[src/rtl/snoop_par_pkg.sv]
package snoop_par_pkg;

  localparam int unsigned ADDR_W_DEF = 32;
  localparam int unsigned LANE_W_DEF = 8;
  localparam int unsigned SYNC_DEF   = 2;

  typedef enum logic [1:0] {
    RPT_NONE   = 2'b00,
    RPT_MCHK   = 2'b01,
    RPT_CKSTOP = 2'b10
  } rpt_kind_e;

  function automatic rpt_kind_e pick_kind(input logic report, input logic mce);
    if (!report)  return RPT_NONE;
    else if (mce) return RPT_MCHK;
    else          return RPT_CKSTOP;
  endfunction

endpackage

[src/rtl/addr_par_gen.sv]
module addr_par_gen #(
  parameter int unsigned ADDR_W = snoop_par_pkg::ADDR_W_DEF,
  parameter int unsigned LANE_W = snoop_par_pkg::LANE_W_DEF,
  localparam int unsigned NLANE = ADDR_W / LANE_W
) (
  input  logic [0:ADDR_W-1] addr,
  output logic [0:NLANE-1]  par
);

  // one odd-parity tree per byte lane, lane 0 at the most significant end
  for (genvar k = 0; k < NLANE; k++) begin : g_lane
    logic [0:LANE_W-1] lane_bits;
    assign lane_bits = addr[k*LANE_W +: LANE_W];
    assign par[k]    = ~(^lane_bits);
  end

endmodule

[src/rtl/snoop_par_cmp.sv]
module snoop_par_cmp #(
  parameter int unsigned NLANE = 4
) (
  input  logic             run,
  input  logic             own_bus,
  input  logic             ts,
  input  logic             gbl,
  input  logic             chk_en,
  input  logic [0:NLANE-1] calc_par,
  input  logic [0:NLANE-1] bus_par,
  output logic             report,
  output logic [0:NLANE-1] bad_lanes
);

  logic             qual;
  logic [0:NLANE-1] miss;

  always_comb begin
    qual      = run & ~own_bus & ts & gbl;
    miss      = calc_par ^ bus_par;
    report    = qual & chk_en & (|miss);
    bad_lanes = report ? miss : '0;
  end

endmodule

[src/rtl/par_err_route.sv]
module par_err_route
  import snoop_par_pkg::*;
#(
  parameter int unsigned NLANE = 4
) (
  input  logic             clk,
  input  logic             rst_n,
  input  logic             report,
  input  logic [0:NLANE-1] bad_lanes,
  input  logic             mce,
  input  logic             clr,
  output logic             mchk_req,
  output logic             ckstop_req,
  output logic [0:NLANE-1] sticky
);

  rpt_kind_e        kind_d, kind_q;
  logic [0:NLANE-1] sticky_d, sticky_q;

  always_comb begin
    kind_d   = pick_kind(report, mce);
    sticky_d = (clr ? '0 : sticky_q) | bad_lanes;
  end

  always_ff @(posedge clk or negedge rst_n) begin
    if (!rst_n) begin
      kind_q   <= RPT_NONE;
      sticky_q <= '0;
    end else begin
      kind_q   <= kind_d;
      sticky_q <= sticky_d;
    end
  end

  assign mchk_req   = (kind_q == RPT_MCHK);
  assign ckstop_req = (kind_q == RPT_CKSTOP);
  assign sticky     = sticky_q;

endmodule

[src/rtl/snoop_addr_parity.sv]
module snoop_addr_parity #(
  parameter int unsigned ADDR_W  = snoop_par_pkg::ADDR_W_DEF,
  parameter int unsigned LANE_W  = snoop_par_pkg::LANE_W_DEF,
  parameter int unsigned SYNC_ST = snoop_par_pkg::SYNC_DEF,
  localparam int unsigned NLANE  = ADDR_W / LANE_W
) (
  input  logic              clk,
  input  logic              rst_n,
  input  logic [0:ADDR_W-1] addr_i,
  input  logic              own_bus_i,
  input  logic              addr_vld_i,
  input  logic              snp_ts_i,
  input  logic              snp_gbl_i,
  input  logic [0:NLANE-1]  par_i,
  input  logic              chk_en_i,
  input  logic              mce_i,
  input  logic              err_clr_i,
  output logic [0:NLANE-1]  par_o,
  output logic              par_oe_o,
  output logic              mchk_req_o,
  output logic              ckstop_req_o,
  output logic [0:NLANE-1]  err_lanes_o
);

  // reset: asserted at once, released after SYNC_ST clock edges
  logic [SYNC_ST-1:0] sync_q;
  logic               run;

  always_ff @(posedge clk or negedge rst_n) begin
    if (!rst_n) sync_q <= '0;
    else        sync_q <= {sync_q[SYNC_ST-2:0], 1'b1};
  end
  assign run = sync_q[SYNC_ST-1];

  logic [0:NLANE-1] calc_par;
  logic             report;
  logic [0:NLANE-1] bad_lanes;

  addr_par_gen #(.ADDR_W(ADDR_W), .LANE_W(LANE_W)) u_gen (
    .addr (addr_i),
    .par  (calc_par)
  );

  snoop_par_cmp #(.NLANE(NLANE)) u_cmp (
    .run       (run),
    .own_bus   (own_bus_i),
    .ts        (snp_ts_i),
    .gbl       (snp_gbl_i),
    .chk_en    (chk_en_i),
    .calc_par  (calc_par),
    .bus_par   (par_i),
    .report    (report),
    .bad_lanes (bad_lanes)
  );

  par_err_route #(.NLANE(NLANE)) u_route (
    .clk        (clk),
    .rst_n      (run),
    .report     (report),
    .bad_lanes  (bad_lanes),
    .mce        (mce_i),
    .clr        (err_clr_i),
    .mchk_req   (mchk_req_o),
    .ckstop_req (ckstop_req_o),
    .sticky     (err_lanes_o)
  );

  always_comb begin
    par_oe_o = run & own_bus_i & addr_vld_i;
    par_o    = par_oe_o ? calc_par : '0;
  end

endmodule

[config.mk]
export PLATFORM = sky130hd
export DESIGN_NAME = snoop_addr_parity
export DESIGN_NICKNAME = d
export VERILOG_FILES = /design/src/rtl/snoop_par_pkg.sv /design/src/rtl/addr_par_gen.sv /design/src/rtl/snoop_par_cmp.sv /design/src/rtl/par_err_route.sv /design/src/rtl/snoop_addr_parity.sv
export SDC_FILE = /design/constraint.sdc
export NUM_CORES = 1
export LEC_CHECK = 0
export BUFFER_PORTS_ARGS = -buffer_cell sky130_fd_sc_hd__buf_2
export CAP_MARGIN = 5
export CORE_ASPECT_RATIO = 1.2
export CORE_MARGIN = 2
export CORE_UTILIZATION = 31
export DETAILED_ROUTE_END_ITERATION = 12
export PLACE_DENSITY = 0.66
export REMOVE_ABC_BUFFERS = 1
export SYNTH_ARGS = -nofsm -noshare
export SYNTH_HDL_FRONTEND = slang
export SYNTH_SLANG_ARGS = --single-unit
[constraint.sdc]
create_clock -name clk -period 1.5 [get_ports clk]
set_clock_uncertainty 0.15 [all_clocks]
set_input_delay 0.15 -clock clk [delete_from_list [all_inputs] [get_ports clk]]
set_output_delay 0.15 -clock clk [all_outputs]
set_load 0.02 [all_outputs]
==> results.yml, run 1 <==
route:
  drt_wl_total_mm: 2.04
  drtIter0Drc: 4
  drc: 0
  avgRoutedWirePerCell_microns: 12.3
  vias: 732
  dr.pass1.iters: 4
  viasPerCell: 4.44
  ant_nets: 0
pwr:
  switching_share_pct: 33.0
  internal-power_uw: 627
  power.leakage_nw: 0.702
  vdd_ir_drop_max_mv: 0.406
  power_uw: 935
  p_comb_share_pct: 58.4
  powerDensity_nw_per_um2: 723
  seqPwrFrac_pct: 24.4
  clkPwrFrac_pct: 17.2
  switchingPower_uw: 308
sta:
  final-hold-violation-count: 0
  setup_viol: 1
  max_freq_mhz: 664
  worst_slack_ns: -0.00711
  layout_min_cycle_time_ns: 1.51
  slew_violations: 0
  grt_setup_unrepaired: "true"
  layout_worst_path_cycle_share_pct: 100
clock_tree:
  root_buffer: "clkbuf_4"
  cts.clk_slew.worst_paths_ns: 0.05
  cts_sinks: 8
  cts_tree: "yes"
  cts_buffers: 3
  cts_max_level: 1
  clock_path_buffers: 2
  clk_latency_ns: 0.24
run:
  drv_cap: 0
finish:
  final_common_cell: "buf_2"
  drive_gt1_share_pct: 63.7
  nets: 182
  most-common-layout-cells: "buf_2 (47), buf_4 (13), xnor2_1 (12), xnor2_2 (10), dfrtp_1 (8)"
  num-fill-cells: 191
  n_antenna_cell: 0
  syn_to_final_growth_pct: 87.1
  final_cells: 165
  final_util_pct: 61.7
place:
  port_buffers: 55
  gp_congestion: 0.718
  dpl.hpwl_mm: 1.43
  place_inst: 158
critical_path:
  crit_type: "input port to output pin"
  worstPathRequired_ns: 1.20
  cp-end-kind: "output pin"
  crit_arrival_ns: 1.21
  start_kind: "input port"
  critPathMaxFanout: 2
synth:
  netlist_area_sq_um: 691
  ys_ff_latch: 8
  synth_top_area_share_pct: 30.4
  synth.distinct_cells: 17
  synth-edff-count: 0
  ys_seq_area_share_pct: 29.0
  synth_ff_type: "dfrtp_1"
  synth.top_cells.by_area: "xnor2_1 (30%), dfrtp_1 (29%), xnor3_1 (13%), nor2b_1 (6.3%), a41o_1 (5.8%)"
  syn_avg_cell_area_sq_um: 10.5
  async_flop_share_pct: 100
  ys_warn_count: 0
  netlist_instances: 66
  synth_top_cell_by_area: "xnor2_1"
global_route:
  grt_pass1_wl_mm: 2.68
  overflow: 0
  grt_pass1_vias: 698
  antenna_found_initial: 0
  grt_usage_pct: 13.8
  grt_max_degree: 12
floorplanning:
  die_h_microns: 55.7
  initial_utilization_pct: 33.0
  core_sq_um: 2090
  rows: 18
  die_x_microns: 47.1
  ios: 56
  die_area_sq_um: 2620
min_path:
  hold_class: "flop to asynchronous set/reset pin"
outcome:
  outcome: "finished with violations"
  failed_checks: "negative setup slack"
==> per-stage QoR <==
step	hold slack [ns]	cell area, sq um	setup WS (ns)	setup TNS (ns)
floorplan	-0.296	691	-0.0489	-0.0805
global placement	-0.215	1060	-0.228	-0.705
detailed placement	-0.214	1060	-0.264	-0.910
CTS	0.0493	1130	-0.00353	-0.00353
global route	0.0744	1290	-0.0658	-0.202
finish	0.0536	1290	-0.00711	-0.00711
==> cell type report <==
| type | instances | area, sq um | share of cell area (%) |
|---|---|---|---|
| Multi-Input combinational cell | 57 | 627 | 48.5 |
| Timing Repair Buffer | 66 | 402 | 31.1 |
| Sequential cell | 8 | 200 | 15.5 |
| Tap cell | 30 | 37.5 | 2.90 |
| Clock buffer | 3 | 22.5 | 1.74 |
| Inverter | 1 | 3.75 | 0.290 |
==> what timing repair did <==
action / CTS / global route
hold endpoints to repair: 3 / 0
setup endpoints to repair: 3 / 6
setup buffers: 0 / 2
resized for setup: 5 / 27
hold buffers: 2 / 0
pin swaps: 3 / 12
==> state kept, by name (all words and copies together) (netlist names) <==
register        cells
sync_q              2
u_route.kind_q      2
u_route.sticky      4
==> layer usage <==
metal | part of all wire, % | up-vias | track usage, % | wire length, microns
li1 | - | 359 | - | -
met1 | 32 | 339 | 13.0 | 645
met2 | 61 | 32 | 27.4 | 1230
met5 | 0 | - | 0 | 0
met4 | 1.7 | 0 | 3.57 | 35
met3 | 6.0 | 2 | 2.60 | 123
==> logic make-up after synthesis <==
family / count (synthesis) / synth area share [%]
XOR/XNOR: 29 / 44.7
AND/OR/NAND/NOR: 20 / 17.2
flip-flops: 8 / 29.0
AO/OA/AOI/OAI: 7 / 7.97
buffers and inverters: 1 / 0.543
other: 1 / 0.543
==> path summary, 6_finish.rpt <==
kind / from / to / slack [ns] / depth (start not counted)
setup / recovery: addr_i[12] / par_o[1] / -0.007 / 7
hold / removal: sync_q[1] / u_route.kind_q[0] / 0.05 / 1
setup reg to reg: sync_q[1] / u_route.kind_q[0] / 0.39 / 3
hold reg to reg: sync_q[1] / u_route.kind_q[0] / 0.05 / 1
max in group asynchronous: sync_q[1] / u_route.sticky[1] / 1.01 / 1
min in group clk: err_clr_i / u_route.sticky[3] / 0.11 / 3
==> critical path: stages <==
cell and delay (ns):
buf_2 0.12, xnor2_2 0.14, xnor2_1 0.14, buf_4 0.14
or2_1 0.23, a21oi_2 0.14, buf_4 0.15
==> synth_stat cells, types with 2 or more instances <==
| cell type | n |
|---|---|
| xnor2_1 | 24 |
| dfrtp_1 | 8 |
| nor2b_1 | 7 |
| a41o_1 | 4 |
| xnor3_1 | 4 |
| a21oi_1 | 3 |
| nand2_1 | 3 |
| or2_1 | 3 |
| nand3_1 | 2 |
==> power groups by stage <==
stage	Clock (mW)	Combinational, mW	Sequential, mW
after floorplan	0	0.255	0.241
after global placement	0	0.413	0.232
after detailed placement	0	0.423	0.232
after CTS	0.169	0.439	0.228
after global routing	0.179	0.578	0.229
final	0.161	0.546	0.228
Note: power is estimated with default switching activity, not from simulation.
==> inputs of run 2 (changes only) <==
- BUFFER_PORTS_ARGS: -buffer_cell sky130_fd_sc_hd__buf_2 -> default
- CORE_UTILIZATION: 31 -> 40
- DONT_BUFFER_PORTS: default -> 1
- PLACE_DENSITY: 0.66 -> default
==> results.yml, run 2 (synthesis gave the netlist of run 1 again) <==
floorplanning:
  die_h_microns: 49.5
  ios: 56
  initial_utilization_pct: 42.6
  core_sq_um: 1620
  rows: 16
  die_area_sq_um: 2080
  die_x_microns: 41.9
finish:
  syn_to_final_growth_pct: 25.0
  largest_register_ffs: 4
  nets: 131
  drive_gt1_share_pct: 19.0
  final_util_pct: 53.2
  n_antenna_cell: 0
  final_cells: 102
  final_common_cell: "xnor2_1"
  most-common-layout-cells: "xnor2_1 (24), buf_4 (11), dfrtp_1 (8), nor2b_1 (7)"
global_route:
  grt_max_degree: 12
  antenna_found_initial: 0
  overflow: 0
  grt_pass1_wl_mm: 2.13
  grt_usage_pct: 13.2
  grt_pass1_vias: 542
critical_path:
  regToRegSetupSlack_ns: 0.40
  r2r_cells: 3
  cp-end-kind: "output pin"
  rr_endpoint: "u_route.kind_q[0]"
  start_kind: "input port"
  crit_type: "input port to output pin"
  crit_path_end: "par_o[1]"
  crit_arrival_ns: 1.08
  worstPathRequired_ns: 1.20
  critPathMaxFanout: 2
  r2r_start: "sync_q[1]"
  cp-startpoint: "addr_i[10]"
min_path:
  hp-start: "own_bus_i"
  hold_class: "input port to flop"
clock_tree:
  cts_buffers: 3
  clock_path_buffers: 2
  cts.clk_slew.worst_paths_ns: 0.05
  cts_sinks: 8
  cts_tree: "yes"
  root_buffer: "clkbuf_4"
  clk_latency_ns: 0.25
  cts_max_level: 1
route:
  viasPerCell: 5.24
  vias: 534
  drtIter0Drc: 4
  drc: 0
  ant_nets: 0
  dr.pass1.iters: 3
  avgRoutedWirePerCell_microns: 13.1
  drt_wl_total_mm: 1.34
pwr:
  seqPwrFrac_pct: 31.2
  internal-power_uw: 524
  switchingPower_uw: 229
  clkPwrFrac_pct: 21.9
  switching_share_pct: 30.4
  vdd_ir_drop_max_mv: 0.433
  power.leakage_nw: 0.409
  p_comb_share_pct: 46.8
  powerDensity_nw_per_um2: 873
  power_uw: 754
sta:
  slew_violations: 0
  hold_slack_ns: 0.0120
  layout_worst_path_cycle_share_pct: 91.7
  max_freq_mhz: 727
  layout_min_cycle_time_ns: 1.38
  grt_setup_unrepaired: "false"
  setup_viol: 0
  final-hold-violation-count: 0
place:
  dpl.hpwl_mm: 1.12
  place_inst: 94
  port_buffers: 0
  gp_congestion: 0.692
outcome:
  outcome: "complete, no violations"
run:
  drv_cap: 0
## run 2: cell count changes in the layout (fill, tap and decap cells not counted), sizes merged
cell	previous run	this run
dlygate4sd3	2	4
buf	64	11
## run 2: power groups by stage
stage | clock (mW) | combinational (mW) | sequential [mW]
floorplan | 0 | 0.255 | 0.241
global placement | 0 | 0.333 | 0.239
detailed placement | 0 | 0.338 | 0.239
CTS | 0.170 | 0.350 | 0.235
global route | 0.180 | 0.389 | 0.236
finish | 0.165 | 0.353 | 0.235
## run 2: final cells by class
class	instances	area [sq um]
Fill cell	159	758
Multi-Input combinational cell	57	492
Sequential cell	8	200
Timing Repair Buffer	15	123
Clock buffer	3	22.5
Tap cell	18	22.5
Inverter	1	3.75
## run 2: metrics by stage
step                      worst slack, ns  setup TNS (ns)  instance area, sq um
after detailed placement           -0.147          -0.267                   788
after floorplan                   -0.0489         -0.0805                   691
after global placement             -0.100          -0.188                   788
after global routing              0.00228               0                   863
after CTS                          0.0685               0                   851
final                               0.125               0                   863
## run 2: timing repair
action / in CTS / in global routing
endpoints found under the hold margin: 8 / 0
endpoints found under the setup margin: 0 / 3
buffers inserted: 0 / 1
gates resized for setup: 0 / 1
hold buffers: 4 / 0
## run 2: per-layer routing
metal  vias up  global-route usage, %  routed length [microns]
li1        258                      -                        -
met1       245                   13.8                      445
met2        29                   24.0                      734
met3         2                   3.30                      138
met4         0                   6.45                       18
met5         -                      0                        0
## run 2: how the worst min path moves through the flow
| stage | end | depth (start not counted) | slack [ns] |
|---|---|---|---|
| 2_1_floorplan | sync_q[0] | 0 | -0.30 |
| 3_3_place_gp | sync_q[0] | 0 | -0.30 |
| 3_5_place_dp | sync_q[0] | 0 | -0.30 |
| 4_1_cts | u_route.kind_q[1] | 3 | 0.01 |
| 5_1_grt | u_route.kind_q[0] | 3 | 0.03 |
| 6_report | u_route.kind_q[1] | 3 | 0.01 |
## run 2: worst max-delay path, cell delays in order
cell	delay, ns
xnor2_1	0.16
xnor2_1	0.13
buf_4	0.15
or2_1	0.21
a21oi_1	0.12
buf_4	0.15
